$ cat src/rtl/mbx_pkg.sv
package mbx_pkg;
  // register offsets; pointer windows start at the listed base
  localparam int OFS_AMASK = 0;
  localparam int OFS_ADB   = 1;
  localparam int OFS_HMASK = 2;
  localparam int OFS_HDB   = 3;
  localparam int OFS_PID0  = 4;
  localparam int OFS_PID1  = 5;
  localparam int OFS_CFG1  = 6;
  localparam int OFS_CFG2  = 7;
  localparam int OFS_OGM   = 8;
  localparam int OFS_ICM   = 12;

  // doorbell bit positions
  localparam int BIT_MAIL    = 0;
  localparam int BIT_BUSRST  = 5;
  localparam int BIT_SOFTRST = 6;
  localparam int BIT_STAT    = 7;

  typedef struct packed {
    logic softrst;
    logic busrst;
    logic mail;
  } adb_state_t;

  typedef struct packed {
    logic stat;
    logic mail;
  } hdb_state_t;
endpackage

$ cat src/rtl/mbx_ptr_reg.sv
module mbx_ptr_reg #(
  parameter int ADDR_W = 4,
  parameter int BYTES  = 4,
  parameter int BASE   = 8,
  localparam int W     = 8 * BYTES
) (
  input  logic              clk,
  input  logic              rst,
  input  logic              wr_en,
  input  logic [ADDR_W-1:0] wr_addr,
  input  logic [7:0]        wr_data,
  input  logic              load,
  input  logic [W-1:0]      load_val,
  output logic [W-1:0]      q
);
  logic [7:0] lane_q [BYTES];

  for (genvar g = 0; g < BYTES; g++) begin : g_lane
    localparam logic [ADDR_W-1:0] LANE_ADDR = ADDR_W'(BASE + g);
    always_ff @(posedge clk) begin
      if (rst)
        lane_q[g] <= '0;
      else if (load)
        lane_q[g] <= load_val[8*g +: 8];
      else if (wr_en && wr_addr == LANE_ADDR)
        lane_q[g] <= wr_data;
    end
    assign q[8*g +: 8] = lane_q[g];
  end
endmodule

$ cat src/rtl/mbx_doorbell.sv
module mbx_doorbell
  import mbx_pkg::*;
#(
  parameter int ADDR_W      = 4,
  parameter bit SOFT_RST_OK = 1'b1
) (
  input  logic              clk,
  input  logic              rst,
  input  logic              h_wr,
  input  logic [ADDR_W-1:0] h_addr,
  input  logic [7:0]        h_wdata,
  input  logic              ogm_taken,
  input  logic              icm_post,
  input  logic              stat_post,
  input  logic              rst_done,
  output logic [7:0]        amask_byte,
  output logic [7:0]        adb_byte,
  output logic [7:0]        hmask_byte,
  output logic [7:0]        hdb_byte,
  output logic              host_irq,
  output logic              core_ogm_irq,
  output logic              ogm_req,
  output logic              icm_accept
);
  localparam logic [ADDR_W-1:0] A_AMASK = ADDR_W'(OFS_AMASK);
  localparam logic [ADDR_W-1:0] A_ADB   = ADDR_W'(OFS_ADB);
  localparam logic [ADDR_W-1:0] A_HMASK = ADDR_W'(OFS_HMASK);
  localparam logic [ADDR_W-1:0] A_HDB   = ADDR_W'(OFS_HDB);

  adb_state_t adb_q, adb_d;
  hdb_state_t hdb_q, hdb_d, hmask_q, hmask_d;
  logic       amask_q, amask_d;
  logic       host_irq_q, core_irq_q, ogm_req_q;
  logic       wr_amask, wr_adb, wr_hmask, wr_hdb, ring;

  assign wr_amask = h_wr && (h_addr == A_AMASK);
  assign wr_adb   = h_wr && (h_addr == A_ADB);
  assign wr_hmask = h_wr && (h_addr == A_HMASK);
  assign wr_hdb   = h_wr && (h_addr == A_HDB);

  assign ring       = wr_adb && h_wdata[BIT_MAIL] && !adb_q.mail;
  assign icm_accept = icm_post && !hdb_q.mail;

  always_comb begin
    adb_d = adb_q;
    if (ring)
      adb_d.mail = 1'b1;
    else if (ogm_taken)
      adb_d.mail = 1'b0;
    if (rst_done) begin
      adb_d.softrst = 1'b0;
      adb_d.busrst  = 1'b0;
    end
    if (wr_adb && h_wdata[BIT_SOFTRST] && SOFT_RST_OK)
      adb_d.softrst = 1'b1;
    if (wr_adb && h_wdata[BIT_BUSRST])
      adb_d.busrst = 1'b1;

    hdb_d = hdb_q;
    if (wr_hdb && h_wdata[BIT_MAIL])
      hdb_d.mail = 1'b0;
    if (icm_accept)
      hdb_d.mail = 1'b1;
    if (wr_hdb && h_wdata[BIT_STAT])
      hdb_d.stat = 1'b0;
    if (stat_post)
      hdb_d.stat = 1'b1;

    hmask_d = hmask_q;
    if (wr_hmask) begin
      hmask_d.mail = h_wdata[BIT_MAIL];
      hmask_d.stat = h_wdata[BIT_STAT];
    end

    amask_d = wr_amask ? h_wdata[BIT_MAIL] : amask_q;
  end

  always_ff @(posedge clk) begin
    if (rst) begin
      adb_q      <= '0;
      hdb_q      <= '0;
      hmask_q    <= '0;
      amask_q    <= 1'b0;
      host_irq_q <= 1'b0;
      core_irq_q <= 1'b0;
      ogm_req_q  <= 1'b0;
    end else begin
      adb_q      <= adb_d;
      hdb_q      <= hdb_d;
      hmask_q    <= hmask_d;
      amask_q    <= amask_d;
      host_irq_q <= (hdb_d.mail & hmask_d.mail) | (hdb_d.stat & hmask_d.stat);
      core_irq_q <= adb_d.mail & amask_d;
      ogm_req_q  <= ring;
    end
  end

  assign amask_byte   = {1'b0, SOFT_RST_OK, 5'b0, amask_q};
  assign adb_byte     = {1'b0, adb_q.softrst, adb_q.busrst, 4'b0, adb_q.mail};
  assign hmask_byte   = {hmask_q.stat, 6'b0, hmask_q.mail};
  assign hdb_byte     = {hdb_q.stat, 6'b0, hdb_q.mail};
  assign host_irq     = host_irq_q;
  assign core_ogm_irq = core_irq_q;
  assign ogm_req      = ogm_req_q;
endmodule

$ cat src/rtl/mbx_rd_mux.sv
module mbx_rd_mux
  import mbx_pkg::*;
#(
  parameter int         ADDR_W    = 4,
  parameter int         PTR_BYTES = 4,
  parameter logic [7:0] PID_LO    = 8'h56,
  parameter logic [7:0] MODEL     = 8'h40,
  parameter logic [7:0] CFG1      = 8'h50,
  parameter logic [7:0] CFG2      = 8'h07,
  localparam int        PTR_W     = 8 * PTR_BYTES
) (
  input  logic              clk,
  input  logic              rst,
  input  logic              h_rd,
  input  logic [ADDR_W-1:0] h_addr,
  input  logic [7:0]        amask_byte,
  input  logic [7:0]        adb_byte,
  input  logic [7:0]        hmask_byte,
  input  logic [7:0]        hdb_byte,
  input  logic [PTR_W-1:0]  ogm_ptr,
  input  logic [PTR_W-1:0]  icm_ptr,
  output logic [7:0]        h_rdata
);
  logic [7:0] sel;

  always_comb begin
    sel = 8'h00;
    if (h_addr == ADDR_W'(OFS_AMASK)) sel = amask_byte;
    if (h_addr == ADDR_W'(OFS_ADB))   sel = adb_byte;
    if (h_addr == ADDR_W'(OFS_HMASK)) sel = hmask_byte;
    if (h_addr == ADDR_W'(OFS_HDB))   sel = hdb_byte;
    if (h_addr == ADDR_W'(OFS_PID0))  sel = PID_LO;
    if (h_addr == ADDR_W'(OFS_PID1))  sel = MODEL;
    if (h_addr == ADDR_W'(OFS_CFG1))  sel = CFG1;
    if (h_addr == ADDR_W'(OFS_CFG2))  sel = CFG2;
    for (int i = 0; i < PTR_BYTES; i++) begin
      if (h_addr == ADDR_W'(OFS_OGM + i)) sel = ogm_ptr[8*i +: 8];
      if (h_addr == ADDR_W'(OFS_ICM + i)) sel = icm_ptr[8*i +: 8];
    end
  end

  always_ff @(posedge clk) begin
    if (rst)
      h_rdata <= 8'h00;
    else if (h_rd)
      h_rdata <= sel;
  end
endmodule

$ cat src/rtl/mbx_doorbell_regs.sv
module mbx_doorbell_regs #(
  parameter int         ADDR_W      = 4,
  parameter int         PTR_BYTES   = 4,
  parameter logic [7:0] PID_LO      = 8'h56,
  parameter logic [7:0] MODEL       = 8'h40,
  parameter logic [1:0] IRQ_SEL     = 2'd1,
  parameter logic [1:0] DMA_SEL     = 2'd1,
  parameter logic [2:0] OWN_ID      = 3'd7,
  parameter bit         SOFT_RST_OK = 1'b1,
  localparam int        PTR_W       = 8 * PTR_BYTES
) (
  input  logic              clk,
  input  logic              rst,
  input  logic [ADDR_W-1:0] h_addr,
  input  logic [7:0]        h_wdata,
  input  logic              h_wr,
  input  logic              h_rd,
  output logic [7:0]        h_rdata,
  output logic              host_irq,
  output logic [PTR_W-1:0]  ogm_ptr,
  output logic              ogm_req,
  input  logic              ogm_taken,
  output logic              core_ogm_irq,
  input  logic [PTR_W-1:0]  icm_ptr_in,
  input  logic              icm_post,
  output logic              icm_busy,
  input  logic              stat_post,
  output logic              soft_rst_req,
  output logic              bus_rst_req,
  input  logic              rst_done
);
  localparam logic [7:0] CFG1 = {DMA_SEL, IRQ_SEL, 4'b0000};
  localparam logic [7:0] CFG2 = {5'b00000, OWN_ID};

  logic [7:0]       amask_byte, adb_byte, hmask_byte, hdb_byte;
  logic             icm_accept;
  logic [PTR_W-1:0] icm_ptr;

  mbx_doorbell #(.ADDR_W(ADDR_W), .SOFT_RST_OK(SOFT_RST_OK)) u_db (
    .clk(clk), .rst(rst), .h_wr(h_wr), .h_addr(h_addr), .h_wdata(h_wdata),
    .ogm_taken(ogm_taken), .icm_post(icm_post), .stat_post(stat_post),
    .rst_done(rst_done), .amask_byte(amask_byte), .adb_byte(adb_byte),
    .hmask_byte(hmask_byte), .hdb_byte(hdb_byte), .host_irq(host_irq),
    .core_ogm_irq(core_ogm_irq), .ogm_req(ogm_req), .icm_accept(icm_accept)
  );

  // outgoing pointer: host lanes, frozen while the doorbell is up
  mbx_ptr_reg #(.ADDR_W(ADDR_W), .BYTES(PTR_BYTES), .BASE(mbx_pkg::OFS_OGM)) u_ogm (
    .clk(clk), .rst(rst), .wr_en(h_wr && !adb_byte[mbx_pkg::BIT_MAIL]),
    .wr_addr(h_addr), .wr_data(h_wdata), .load(1'b0), .load_val('0), .q(ogm_ptr)
  );

  // incoming pointer: loaded whole by the core only
  mbx_ptr_reg #(.ADDR_W(ADDR_W), .BYTES(PTR_BYTES), .BASE(mbx_pkg::OFS_ICM)) u_icm (
    .clk(clk), .rst(rst), .wr_en(1'b0), .wr_addr(h_addr), .wr_data(h_wdata),
    .load(icm_accept), .load_val(icm_ptr_in), .q(icm_ptr)
  );

  mbx_rd_mux #(
    .ADDR_W(ADDR_W), .PTR_BYTES(PTR_BYTES), .PID_LO(PID_LO), .MODEL(MODEL),
    .CFG1(CFG1), .CFG2(CFG2)
  ) u_rd (
    .clk(clk), .rst(rst), .h_rd(h_rd), .h_addr(h_addr),
    .amask_byte(amask_byte), .adb_byte(adb_byte), .hmask_byte(hmask_byte),
    .hdb_byte(hdb_byte), .ogm_ptr(ogm_ptr), .icm_ptr(icm_ptr), .h_rdata(h_rdata)
  );

  assign icm_busy     = hdb_byte[mbx_pkg::BIT_MAIL];
  assign soft_rst_req = adb_byte[mbx_pkg::BIT_SOFTRST];
  assign bus_rst_req  = adb_byte[mbx_pkg::BIT_BUSRST];
endmodule

$ cat config.mk
export PLATFORM = sky130hd
export DESIGN_NAME = mbx_doorbell_regs
export DESIGN_NICKNAME = d
export VERILOG_FILES = /design/src/rtl/mbx_pkg.sv /design/src/rtl/mbx_ptr_reg.sv /design/src/rtl/mbx_doorbell.sv /design/src/rtl/mbx_rd_mux.sv /design/src/rtl/mbx_doorbell_regs.sv
export SDC_FILE = /design/constraint.sdc
export NUM_CORES = 1
export LEC_CHECK = 0
export BUFFER_PORTS_ARGS = -buffer_cell sky130_fd_sc_hd__buf_4
export CORE_UTILIZATION = 57
export DETAILED_ROUTE_END_ITERATION = 10
export PLACE_DENSITY = 0.84
export SLEW_MARGIN = 0
export SYNTH_ARGS = -nofsm -noshare
export SYNTH_HDL_FRONTEND = slang
export SYNTH_SLANG_ARGS = --single-unit
export TNS_END_PERCENT = 10
$ cat constraint.sdc
create_clock -name clk -period 4.11 [get_ports clk]
set_clock_uncertainty 0.05 [all_clocks]
set_input_delay 1.233 -clock clk [delete_from_list [all_inputs] [get_ports clk]]
set_output_delay 1.233 -clock clk [all_outputs]
set_load 0.1 [all_outputs]
# After elaboration in Yosys (flattened, before gate mapping)
# Memories as Yosys holds them, arrays and structs flattened.
# Cells that the tools add are included.
# word_totals
latch_bits	0
input_bits	52
wordCells	114
rom_bits	0
out_inout_bits	46
regBits	19
memories	2
ramBits	64
# memory_table
memory	words	width	rd	rd_clocked_by_memory_dff	write_ports	line	rtl
u_icm.lane_q	4	8	4	0	4	mbx_ptr_reg.sv:16	logic [7:0] lane_q [BYTES];
u_ogm.lane_q	4	8	4	0	4	mbx_ptr_reg.sv:16	
# op_classes
order_cmp	0
mux	52
n_reduce_logical	21
n_addsub	0
n_shift	0
n_div	0
n_mul	0
bitwise_logic	12
n_eq_ne	15
# op_table
operator	n
two-way mux 8 bit	22
equality test 4 bit, second input constant	8
two-way mux 1 bit	26
equality test 4 x 3 -> 1 bit, second input constant	4
logical AND 1 bit	16
two-way mux 7 bit	2
OR 1 bit	9
equality test 4 x 2 -> 1 bit, second input constant	2
equality test 4 x 1 -> 1 bit, second input constant	1
zero test 4 bit	1
two-way mux 2 bit	2
nonzero test 2 bit	2
AND 1 bit	3
zero test 1 bit	2

# Depth between registers and ports, before layout
# Gate-level depths: netlist of run 1.
# logic_depth
ltp_word	17
mapped_depth	8
mapped_depth_nobuf	5

# Hierarchy
# From an unflattened synthesis of run 1, not the netlist that was laid out.
# hier_totals
cells_unflattened	473
area_unflattened_um2	5029.8
# by_module_without_submodules
module	instances	area_per_inst_um2	seq_area_each_um2	cells_each
mbx_ptr_reg (u_ogm)	1	1481.4	960.9	90
mbx_ptr_reg (u_icm)	1	1450.1	960.9	96
mbx_rd_mux	1	1441.4	160.2	215
mbx_doorbell	1	639.4	220.2	70
mbx_doorbell_regs	1	17.5	0.0	2

# Worst setup path before layout of run 1
# No wires, ideal clock.
# synth_path
kind	input port to flip-flop
from	input rst
to	memory u_icm.lane_q[0][0], enable pin
t_required_ps	3671
setup_time_ps	389
cell_stages	3
arrival_ps	2420
setup_slack_ps	1251
path_buffers	1
path_cell_list	clkbuf_1 inv_1 nand2_1
# synth_rtl
item	line	rtl
from (decl)	mbx_doorbell_regs.sv:13	input logic rst,
to (decl)	mbx_ptr_reg.sv:16	

# Worst setup path in the final report of run 1
# layout_path
from	input h_addr[0]
to	register u_rd.h_rdata[0]
# layout_via
elab_chain_len	17
word_cells_on_any_way	32
cone_classes	15 x eq/ne; 16 x mux; 1 x reduce/logical
# layout_rtl
item	line	rtl
from (decl)	mbx_doorbell_regs.sv:14	input logic [ADDR_W-1:0] h_addr,
zero test 4 bit	mbx_rd_mux.sv:28	if (h_addr == ADDR_W'(OFS_AMASK)) sel = amask_byte;
two-way mux 7 bit	mbx_rd_mux.sv:28	
two-way mux 7 bit	mbx_rd_mux.sv:29	if (h_addr == ADDR_W'(OFS_ADB)) sel = adb_byte;
two-way mux 8 bit	mbx_rd_mux.sv:30	if (h_addr == ADDR_W'(OFS_HMASK)) sel = hmask_byte;
two-way mux 8 bit	mbx_rd_mux.sv:31	if (h_addr == ADDR_W'(OFS_HDB)) sel = hdb_byte;
two-way mux 8 bit	mbx_rd_mux.sv:32	if (h_addr == ADDR_W'(OFS_PID0)) sel = PID_LO;
two-way mux 8 bit	mbx_rd_mux.sv:33	if (h_addr == ADDR_W'(OFS_PID1)) sel = MODEL;
two-way mux 8 bit	mbx_rd_mux.sv:34	if (h_addr == ADDR_W'(OFS_CFG1)) sel = CFG1;
two-way mux 8 bit	mbx_rd_mux.sv:35	if (h_addr == ADDR_W'(OFS_CFG2)) sel = CFG2;
two-way mux 8 bit	mbx_rd_mux.sv:37	if (h_addr == ADDR_W'(OFS_OGM + i)) sel = ogm_ptr[8*i +: 8];
two-way mux 8 bit	mbx_rd_mux.sv:38	if (h_addr == ADDR_W'(OFS_ICM + i)) sel = icm_ptr[8*i +: 8];
two-way mux 8 bit	mbx_rd_mux.sv:37	
two-way mux 8 bit	mbx_rd_mux.sv:38	
two-way mux 8 bit	mbx_rd_mux.sv:37	
two-way mux 8 bit	mbx_rd_mux.sv:38	
two-way mux 8 bit	mbx_rd_mux.sv:37	
two-way mux 8 bit *	mbx_rd_mux.sv:38	
to (signal assigned)	mbx_rd_mux.sv:46	h_rdata <= sel;
to (decl)	mbx_rd_mux.sv:22	output logic [7:0] h_rdata
# Mark *: on every way between the ends. The rest lies on a longest branch, timed or not.
# A chain may end at the register's enable or synchronous reset.

==> out/metrics.yaml, run 1 <==
timing:
  setup_tns_ns: 0
  finalSetupViolations: 0
  relSlewSlack_pct: 56.0
  timing_hold_violations_final: 0
  max_freq_mhz: 382
  slew_viol_final: 0
  timing.final.crit_share_pct: 63.7
  holdWs_ns: 0.450
  period_minus_slack_ns: 2.62
  tightest_slew_ns: 0.655
  rsz0062_at_grt: "false"
synthesis:
  ys.warnings.count: 0
  synth_ff_type: "edfxtp_1"
  synth.most_common_cell: "and2_1"
  yosys-top-cells-count: "and2_1, edfxtp_1, nor2_1, nand2_1, dfxtp_1"
  synth_top_area_share_pct: 48.3
  yosys_register_bits: 83
  postSynthCellCount: 355
  avgSynthCellArea_um2: 11.2
  synth_edf_count: 64
  synth_top_area_cell: "edfxtp_1"
  synth_async_sr_flop_share_pct: 0
  syn_area_mm2: 0.00398
  synth_cell_types: 52
  seq_area_frac_synth_pct: 57.8
  synth.area.top_cells: "edfxtp_1, and2_1, dfxtp_1"
  syn_nets: 407
floorplan:
  rows: 30
  die_h_um: 85.6
  ioPinCount: 98
  start_util_pct: 58.9
  core-area_mm2: 0.00676
  die_area_mm2: 0.00733
  fp.dieW_um: 85.6
global_route:
  gr-usage-all-layers_pct: 29.3
  antenna_found_initial: 0
  grt_remaining_overflow: 0
  grt_pass1_wl_mm: 15.7
  grt_pass1_vias: 3035
  grt_max_degree: 43
critical_path:
  endpoint: "u_rd.h_rdata[0]"
  reg2reg_from: "u_db.adb_byte[0]"
  r2r_end: "u_ogm.lane_q[0][3]"
  arrival_ns: 2.82
  rrSetupSlack_ns: 2.31
  crit_required_ns: 4.31
  crit_fanout: 37
  worstSetupStartpoint: "h_addr[0]"
  reg2reg_depth: 5
  end_kind: "flop"
  worstSetupStartpointType: "input port"
  critPathKind: "input port to flop"
finish:
  n_fill_cell: 488
  ff_latch_area_mm2: 0.00230
  multiInputGateArea_mm2: 0.00154
  antennaDiodeCount: 0
  final_layout_size_suffix_gt1_share_pct: 27.9
  num-nets-final: 498
  fin_cells: 531
  area_growth_pct: 23.2
power:
  power_density_mw_per_mm2: 390
  ir_drop_mv: 0.201
  p_leak_uw: 0.00203
placed_design:
  dp_cells: 515
  finalWeightedCongestion: 0.878
  dp_hpwl_mm: 7.45
  io_buffers: 97
routing:
  ant_nets: 0
  vias: 3155
  post_drt_wl_per_cell_um: 19.5
  drc: 0
  first_pass_iters: 5
  via_per_inst: 5.94
  drt_iter0_markers: 428
  routed_wl_mm: 10.3
min_path:
  hold_path_class: "flop to flop"
clocking:
  postCtsSetupRepairBufs: 0
  cts_buffers: 9
  clk_pin_slew_worst_paths_ns: 0.07
  cts_root_buffer: "clkbuf_8"
  clk_latency_ns: 0.36
  post_cts_resized: 0
  tritoncts: "built"
  postCtsHoldBufs: 0
  cts_buffer_depth: 2
  htreeDepth: 3
  clkSinkCount: 83
flow_run:
  cap_viol_max_count: 0
run_status:
  status: "finished, final reports clean"
## power breakdown
part | total [µW] | switching (µW) | internal, µW
clock | 566 | 288 | 278
combinational | 365 | 261 | 104
sequential | 982 | 26.0 | 956
## worst max-delay path, cell delays in order
cell and delay [ns]:
buf_4 0.23, nor2_1 0.47, a32oi_1 0.22, a21oi_1 0.29
a2111oi_2 0.07, a2111oi_2 0.29
## stage by stage
stage	util, %	setup WS [ns]	area (µm²)	total power [µW]
after floorplan	-	1.25	3980	1250
after CTS	72.6	1.51	4910	1920
after global routing	72.6	1.32	4910	1970
after global placement	69.9	1.19	4720	1360
after detailed placement	69.9	1.12	4720	1360
final	72.6	1.49	4910	1910
## metal layers
layer,vias to the layer above,global-route usage [%],wire length [µm]
met2,187,45.7,4980
met3,26,9.53,1010
li1,1469,-,-
met4,0,12.9,318
met1,1473,37.7,4030
met5,-,0,0
## layout make-up
class | instances | share of cell area [%]
repair buffers | 100 | 15.3
flip-flops and latches | 83 | 46.9
inverters | 8 | 0.612
clock buffers | 11 | 2.68
clock inverters | 5 | 1.10
multi-input cells | 244 | 31.3
well taps | 80 | 2.04
## registers in the layout, indices dropped and copies added, names as in the netlist
register and count:
u_rd.h_rdata 8, u_db.hmask_byte 2, u_db.hdb_byte 2, u_ogm.lane_q 32, u_db.ogm_req 1, u_db.amask_q 1, u_icm.lane_q 32, u_db.adb_byte 3
u_db.core_ogm_irq 1, u_db.host_irq 1
## how the worst min path moves through the flow
stage                             startpoint            endpoint  slack, ns  depth (start not counted)
after floorplan           u_db.hmask_byte[0]  u_db.hmask_byte[0]       0.43                          2
after global placement       u_rd.h_rdata[3]     u_rd.h_rdata[3]       0.44                          2
after detailed placement     u_rd.h_rdata[3]     u_rd.h_rdata[3]       0.44                          2
after CTS                    u_rd.h_rdata[3]     u_rd.h_rdata[3]       0.45                          2
after global routing         u_rd.h_rdata[5]     u_rd.h_rdata[5]       0.49                          2
final                        u_rd.h_rdata[3]     u_rd.h_rdata[3]       0.45                          2
## cell families (layout without fill, tap and decap cells)
| group | count (synthesis) | in the layout | share of synthesized area [%] |
|---|---|---|---|
| AO/OA/AOI/OAI | 75 | 75 | 12.9 |
| buffers and inverters | 28 | 124 | 3.58 |
| flip-flops | 83 | 83 | 57.8 |
| multiplexers | 12 | 12 | 3.74 |
| AND/OR/NAND/NOR | 157 | 157 | 22.0 |
## cell usage in the layout, fill, tap and decap left out, drive strengths merged, types with 3 or more instances in the layout
master and n:
a221oi 4, buf 100, edfxtp 64, nand2b 10, and2 66, mux2i 7, mux2 3, o21ai 16
nor2b 6, a31oi 7, clkinv 3, inv 7, nor2 28, and3 3, nor3 6, nand3 5
a211oi 3, dfxtp 19, nand2 21, o22ai 7, clkbuf 11, a21oi 16
Note: power is estimated with default switching activity, not from simulation.
==> inputs of run 2 (changes only) <==
--- a/config.mk
+++ b/config.mk
@@ -6,9 +6,9 @@
 export NUM_CORES = 1
 export LEC_CHECK = 0
 export BUFFER_PORTS_ARGS = -buffer_cell sky130_fd_sc_hd__buf_4
-export CORE_UTILIZATION = 57
+export CORE_UTILIZATION = 53
 export DETAILED_ROUTE_END_ITERATION = 10
-export PLACE_DENSITY = 0.84
+export PLACE_DENSITY = 0.79
 export SLEW_MARGIN = 0
 export SYNTH_ARGS = -nofsm -noshare
 export SYNTH_HDL_FRONTEND = slang
==> constraint.sdc (replaced) <==
create_clock -name clk -period 2.5 [get_ports clk]
set_clock_uncertainty 0.05 [all_clocks]
set_input_delay 0.75 -clock clk [delete_from_list [all_inputs] [get_ports clk]]
set_output_delay 0.75 -clock clk [all_outputs]
set_load 0.1 [all_outputs]
==> run 2 against run 1 <==
Sequential cell count unchanged. Final cell count is 5.3% higher. Sequential power increased by 65%. First-iteration DRC count decreased by 22%. Core utilization decreased by 3.5 points. Routed wire length fell by 0.22%. Total power rose by 64%. Sequential share of layout area down 0.97 points. Design area rose by 2.1%. Worst setup slack worse by 1.0 ns. Register-to-register slack got worse by 1.4 ns. Critical path depth is the same. Critical path type unchanged. Critical endpoint is now u_rd.h_rdata[6].
==> out/metrics.yaml, run 2 (same netlist as run 1, synthesis figures left out) <==
run_status:
  status: "finished, final reports clean"
critical_path:
  crit_family: "compound AO/OA/AOI/OAI gates"
  reg2reg_from: "u_db.adb_byte[0]"
  end_kind: "flop"
  worstSetupStartpointType: "input port"
  crit_buf_inv: 1
  crit_path_top_delay_cell: "a221oi_1"
  reg2reg_depth: 6
  crit_fanout: 37
  crit_required_ns: 2.69
  rrSetupSlack_ns: 0.87
  critPathKind: "input port to flop"
  arrival_ns: 2.23
  worstPathCellList: "buf_4 > nand2b_1 > o22ai_1 > a221oi_1 > a211o_1 > a21oi_1"
  cpPeakStageDelay_ns: 0.49
  r2r_end: "u_ogm.lane_q[0][5]"
floorplan:
  die_area_mm2: 0.00787
  core-area_mm2: 0.00725
  fp.dieW_um: 88.7
  rows: 31
  start_util_pct: 54.9
  die_h_um: 88.7
  ioPinCount: 98
global_route:
  antenna_found_initial: 0
  grt_remaining_overflow: 0
  grt_util_met3_pct: 7.46
  use_met1_pct: 38.2
  gr-usage-all-layers_pct: 28.1
  gr-usage-met2_pct: 43.4
  busiest_layer: "met2"
  grt_pass1_vias: 2959
  grt_max_degree: 38
  grt_pass1_wl_mm: 15.7
clocking:
  htreeDepth: 3
  clk_latency_ns: 0.35
  post_cts_resized: 0
  postCtsSetupRepairBufs: 0
  cts_buffer_depth: 2
  clk_pin_slew_worst_paths_ns: 0.08
  postCtsHoldBufs: 0
  cts_root_buffer: "clkbuf_8"
  tritoncts: "built"
  cts_buffers: 9
  clkSinkCount: 83
finish:
  final_common_cell: "buf_4"
  final_cell_mix: "buf_4, and2_1, edfxtp_1"
  postLayoutCoreUtil_pct: 69.1
  area_growth_pct: 25.8
  final_cell_area_mm2: 0.00501
  antennaDiodeCount: 0
  num-nets-final: 507
  n_fill_cell: 569
  top_regs: "u_icm.lane_q x32, u_ogm.lane_q x32, u_rd.h_rdata x8"
  final_layout_size_suffix_gt1_share_pct: 29.6
timing:
  holdWs_ns: 0.459
  period_minus_slack_ns: 2.04
  setup_tns_ns: 0
  max_freq_mhz: 490
  tightest_slew_ns: 0.518
  timing_hold_violations_final: 0
  finalSetupViolations: 0
  relSlewSlack_pct: 65.2
  timing.final.crit_share_pct: 81.7
  layout_setup_ws_ns: 0.458
  slew_viol_final: 0
  rsz0062_at_grt: "false"
min_path:
  worstHoldPathCells: 2
  hold_path_class: "flop to flop"
  holdCritStartpoint: "u_rd.h_rdata[5]"
  min_to: "u_rd.h_rdata[5]"
routing:
  ant_nets: 0
  drt_iter0_markers: 333
  vias: 3190
  via_per_inst: 5.71
  drc: 0
  first_pass_iters: 5
  routed_wl_mm: 10.3
  post_drt_wl_per_cell_um: 18.4
power:
  power_density_mw_per_mm2: 628
  ir_drop_mv: 0.443
  p_seq_share_pct: 51.5
  p_sw_uw: 936
  p_sw_share_pct: 29.8
  pwr-share-comb_pct: 19.2
  p_int_uw: 2210
  p_clk_share_pct: 29.3
  p_leak_uw: 0.00209
placed_design:
  dp_slack_ns: 0.140
  dpl_cell_area_mm2: 0.00482
  io_buffers: 97
  dp_hpwl_mm: 7.79
  finalWeightedCongestion: 0.944
flow_run:
  cap_viol_max_count: 0
==> run 2: cell count changes in the layout (fill, tap and decap cells not counted), sizes merged <==
cell,delta
clkinv,+2
buf,+9
clkinvlp,-2
==> run 2: worst min-delay path, delay by kind of cell, from the launching register on <==
family / cells / cell delay [ns]
AOI/OAI and AO/OA: 1 / 0.05
DFF: 1 / 0.33
and+or+nand+nor: 1 / 0.08
==> run 2: metrics by stage <==
stage,cells,total power [µW]
final,559,3140
after global placement,543,2250
after detailed placement,543,2250
after global routing,559,3250
after CTS,559,3150
after floorplan,355,2050
==> run 2: power groups by stage <==
stage | Combinational [µW] | Sequential, µW | Clock [µW]
2_1_floorplan | 188 | 1860 | 0
3_3_place_gp | 596 | 1650 | 0
3_5_place_dp | 601 | 1650 | 0
4_1_cts | 602 | 1620 | 934
5_1_grt | 637 | 1620 | 991
6_report | 603 | 1620 | 923
==> run 2: worst max-delay path by stage <==
stage | startpoint | endpoint | slack, ns | cells after the start
global route | h_addr[0] | u_rd.h_rdata[6] | 0.37 | 6
global placement | h_addr[0] | u_rd.h_rdata[6] | 0.12 | 6
detailed placement | h_addr[0] | u_rd.h_rdata[6] | 0.14 | 6
finish | h_addr[0] | u_rd.h_rdata[6] | 0.46 | 6
CTS | h_addr[0] | u_rd.h_rdata[6] | 0.50 | 6
floorplan | rst | u_icm.lane_q[0][0] | 0.12 | 3
==> run 2: metal layers <==
layer	wire [µm]	vias up
met5	0	-
met4	250	0
met3	836	24
met2	4860	160
met1	4360	1519
li1	-	1487
==> run 2: layout make-up <==
cell class | count | area (µm²) | share of cell area (%)
clock buffer | 11 | 131 | 2.62
clock inverter | 5 | 53.8 | 1.07
inverter | 8 | 30.0 | 0.599
multi-input combinational | 244 | 1540 | 30.7
sequential | 83 | 2300 | 46.0
tap | 99 | 124 | 2.47
timing repair buffer | 109 | 831 | 16.6
==> inputs of run 3 (changes only) <==
--- a/config.mk
+++ b/config.mk
@@ -5,10 +5,11 @@
 export SDC_FILE = /design/constraint.sdc
 export NUM_CORES = 1
 export LEC_CHECK = 0
+export ABC_AREA = 1
 export BUFFER_PORTS_ARGS = -buffer_cell sky130_fd_sc_hd__buf_4
-export CORE_UTILIZATION = 53
+export CORE_UTILIZATION = 48
 export DETAILED_ROUTE_END_ITERATION = 10
-export PLACE_DENSITY = 0.79
+export PLACE_DENSITY = 0.76
 export SLEW_MARGIN = 0
 export SYNTH_ARGS = -nofsm -noshare
 export SYNTH_HDL_FRONTEND = slang
==> constraint.sdc (replaced) <==
create_clock -name clk -period 1.7 [get_ports clk]
set_clock_uncertainty 0.05 [all_clocks]
set_input_delay 0.51 -clock clk [delete_from_list [all_inputs] [get_ports clk]]
set_output_delay 0.51 -clock clk [all_outputs]
set_load 0.1 [all_outputs]
==> run 3 against run 2 <==
Non-clock buffer count rose by 22. Area after synthesis fell by 4.6%. Design area rose by 2.3%. Core utilization fell by 2.4 points. Global-route usage fell by 2.1 points. Sequential share of layout area fell by 1.0 points. Combinational power rose by 74%. Hold slack got worse by 0.14 ns. First-iteration DRC count fell by 17%. Highest routed layer unchanged.
==> out/metrics.yaml, run 3 <==
run_status:
  status: "finished, final reports clean"
timing:
  finalSetupViolations: 0
  timing.final.crit_share_pct: 96.2
  period_minus_slack_ns: 1.64
  rsz0062_at_grt: "false"
  timing_hold_violations_final: 0
  setup_tns_ns: 0
  relSlewSlack_pct: 66.3
  slew_viol_final: 0
  max_freq_mhz: 611
  layout_setup_ws_ns: 0.0645
  tightest_slew_ns: 0.505
floorplan:
  fp.dieW_um: 91.0
  die_area_mm2: 0.00828
  core-area_mm2: 0.00769
  start_util_pct: 49.4
  die_h_um: 91.0
  rows: 32
  ioPinCount: 98
power:
  power_density_mw_per_mm2: 944
  ir_drop_mv: 0.558
  p_leak_uw: 0.00240
finish:
  num-nets-final: 604
  antennaDiodeCount: 0
  final_cell_mix: "buf_4, nor2_1, nand2_1"
  top_regs: "u_icm.lane_q x32, u_ogm.lane_q x32, u_rd.h_rdata x8"
  fin_cells: 659
  final_layout_size_suffix_gt1_share_pct: 30.0
  area_growth_pct: 34.8
  final_common_cell: "buf_4"
routing:
  drt-met1-wl_mm: 4.11
  drt_iter0_markers: 278
  first_pass_iters: 5
  top_layer: "met4"
  ant_nets: 0
  route.met3.wl_um: 585
  drc: 0
  post_drt_wl_per_cell_um: 15.2
  via_per_inst: 5.03
  vias: 3317
  routed_wl_mm: 10.0
  met2_length_mm: 5.00
clocking:
  post_cts_resized: 0
  clkSinkCount: 83
  postCtsSetupRepairBufs: 0
  clk_latency_ns: 0.36
  tritoncts: "built"
  clk_pin_slew_worst_paths_ns: 0.08
  cts_buffer_depth: 2
  postCtsHoldBufs: 0
  cts_root_buffer: "clkbuf_8"
  htreeDepth: 3
  cts_buffers: 9
global_route:
  grt_max_degree: 33
  antenna_found_initial: 0
  grt_pass1_wl_mm: 16.3
  grt_remaining_overflow: 0
  gr-usage-all-layers_pct: 26.0
  grt_pass1_vias: 3326
synthesis:
  ys.warnings.count: 0
  synth_xor_area_share_pct: 0
  synth-adder-area-share_pct: 0
  synth_edf_count: 64
  synth-compound-area-share_pct: 6.25
  synth_async_sr_flop_share_pct: 0
  synth_top_area_share_pct: 50.6
  syn_area_mm2: 0.00380
  yosys.area_share.simple_pct: 25.3
  postSynthCellCount: 418
  yosys_register_bits: 83
  synth.most_common_cell: "nor2_1"
  synth_ff_type: "edfxtp_1"
  syn_nets: 470
  seq_area_frac_synth_pct: 60.6
  synth.area.top_cells: "edfxtp_1, dfxtp_1, nor2_1"
  yosys-top-cells-count: "nor2_1, nand2_1, edfxtp_1, inv_1, a21oi_1"
  muxShareOfSynthArea_pct: 0
  synth_top_family_by_area: "simple AND/OR/NAND/NOR gates"
  synth_cell_types: 25
  avgSynthCellArea_um2: 9.09
  synth_top_area_cell: "edfxtp_1"
flow_run:
  cap_viol_max_count: 0
placed_design:
  io_buffers: 97
  dp_slack_ns: -0.229
  dp_cells: 643
  dp_hpwl_mm: 7.63
  finalWeightedCongestion: 0.914
critical_path:
  crit_path_top_delay_cell: "a221oi_1"
  cp_common_cell: "nand2_1"
  worstSetupStartpointType: "input port"
  end_kind: "flop"
  cpPeakStageDelay_ns: 0.43
  critPathKind: "input port to flop"
  worstPathCellList: "buf_4 > inv_1 > nand2_2 > nor2_4 > nand2_1 > nand3_1 > a221oi_1 > nand4_1 > nand2_1 > a21oi_1"
  crit_fanout: 9
  arrival_ns: 1.83
  crit_required_ns: 1.89
min_path:
  hold_path_class: "input port to flop"
-- run 3: layer usage --
metal	up-vias	track usage, %
li1	1620	-
met1	1524	32.9
met2	145	43.6
met3	28	3.85
met4	0	13.4
met5	-	0
-- run 3: layout make-up --
| class | instances | area, µm² |
|---|---|---|
| clock inverter | 5 | 55.1 |
| tap | 102 | 128 |
| sequential | 83 | 2300 |
| inverter | 69 | 262 |
| timing repair buffer | 131 | 1030 |
| clock buffer | 11 | 131 |
| multi-input combinational | 258 | 1210 |
| fill | 638 | 2560 |
-- run 3: where the power goes --
group	switching (µW)	internal [µW]
logic	765	280
clock network	717	676
registers	70.6	2330
total	1550	3280
-- run 3: cells by family (layout without fill, tap and decap cells) --
| logic type | Yosys count | in the layout |
|---|---|---|
| buffers and inverters | 77 | 216 |
| AOI/OAI and AO/OA | 43 | 43 |
| and+or+nand+nor | 215 | 215 |
| DFF | 83 | 83 |
-- run 3: per-stage QoR --
step / total power [µW] / util (%) / hold slack, ns / area [µm²]
2_1_floorplan: 3130 / - / 0.422 / 3820
3_3_place_gp: 3480 / 64.2 / 0.408 / 4940
3_5_place_dp: 3490 / 64.2 / 0.408 / 4940
4_1_cts: 4850 / 66.7 / 0.319 / 5120
5_1_grt: 4990 / 66.7 / 0.336 / 5120
6_report: 4840 / 66.7 / 0.324 / 5120
-- run 3: path summary, 6_finish.rpt --
path	to	slack, ns	cells after the start	startpoint
min reg2reg	u_rd.h_rdata[3]	0.42	2	u_rd.h_rdata[3]
min	u_db.hdb_byte[7]	0.32	3	stat_post
max	u_rd.h_rdata[1]	0.06	10	h_addr[0]
max reg2reg	u_rd.h_rdata[1]	0.25	6	u_ogm.lane_q[0][1]
-- run 3: worst max-delay path: cells and delay by family --
kind                   cells  cell delay, ns
AOI/OAI and AO/OA          2            0.49
buffers and inverters      2            0.21
and+or+nand+nor            6            0.63
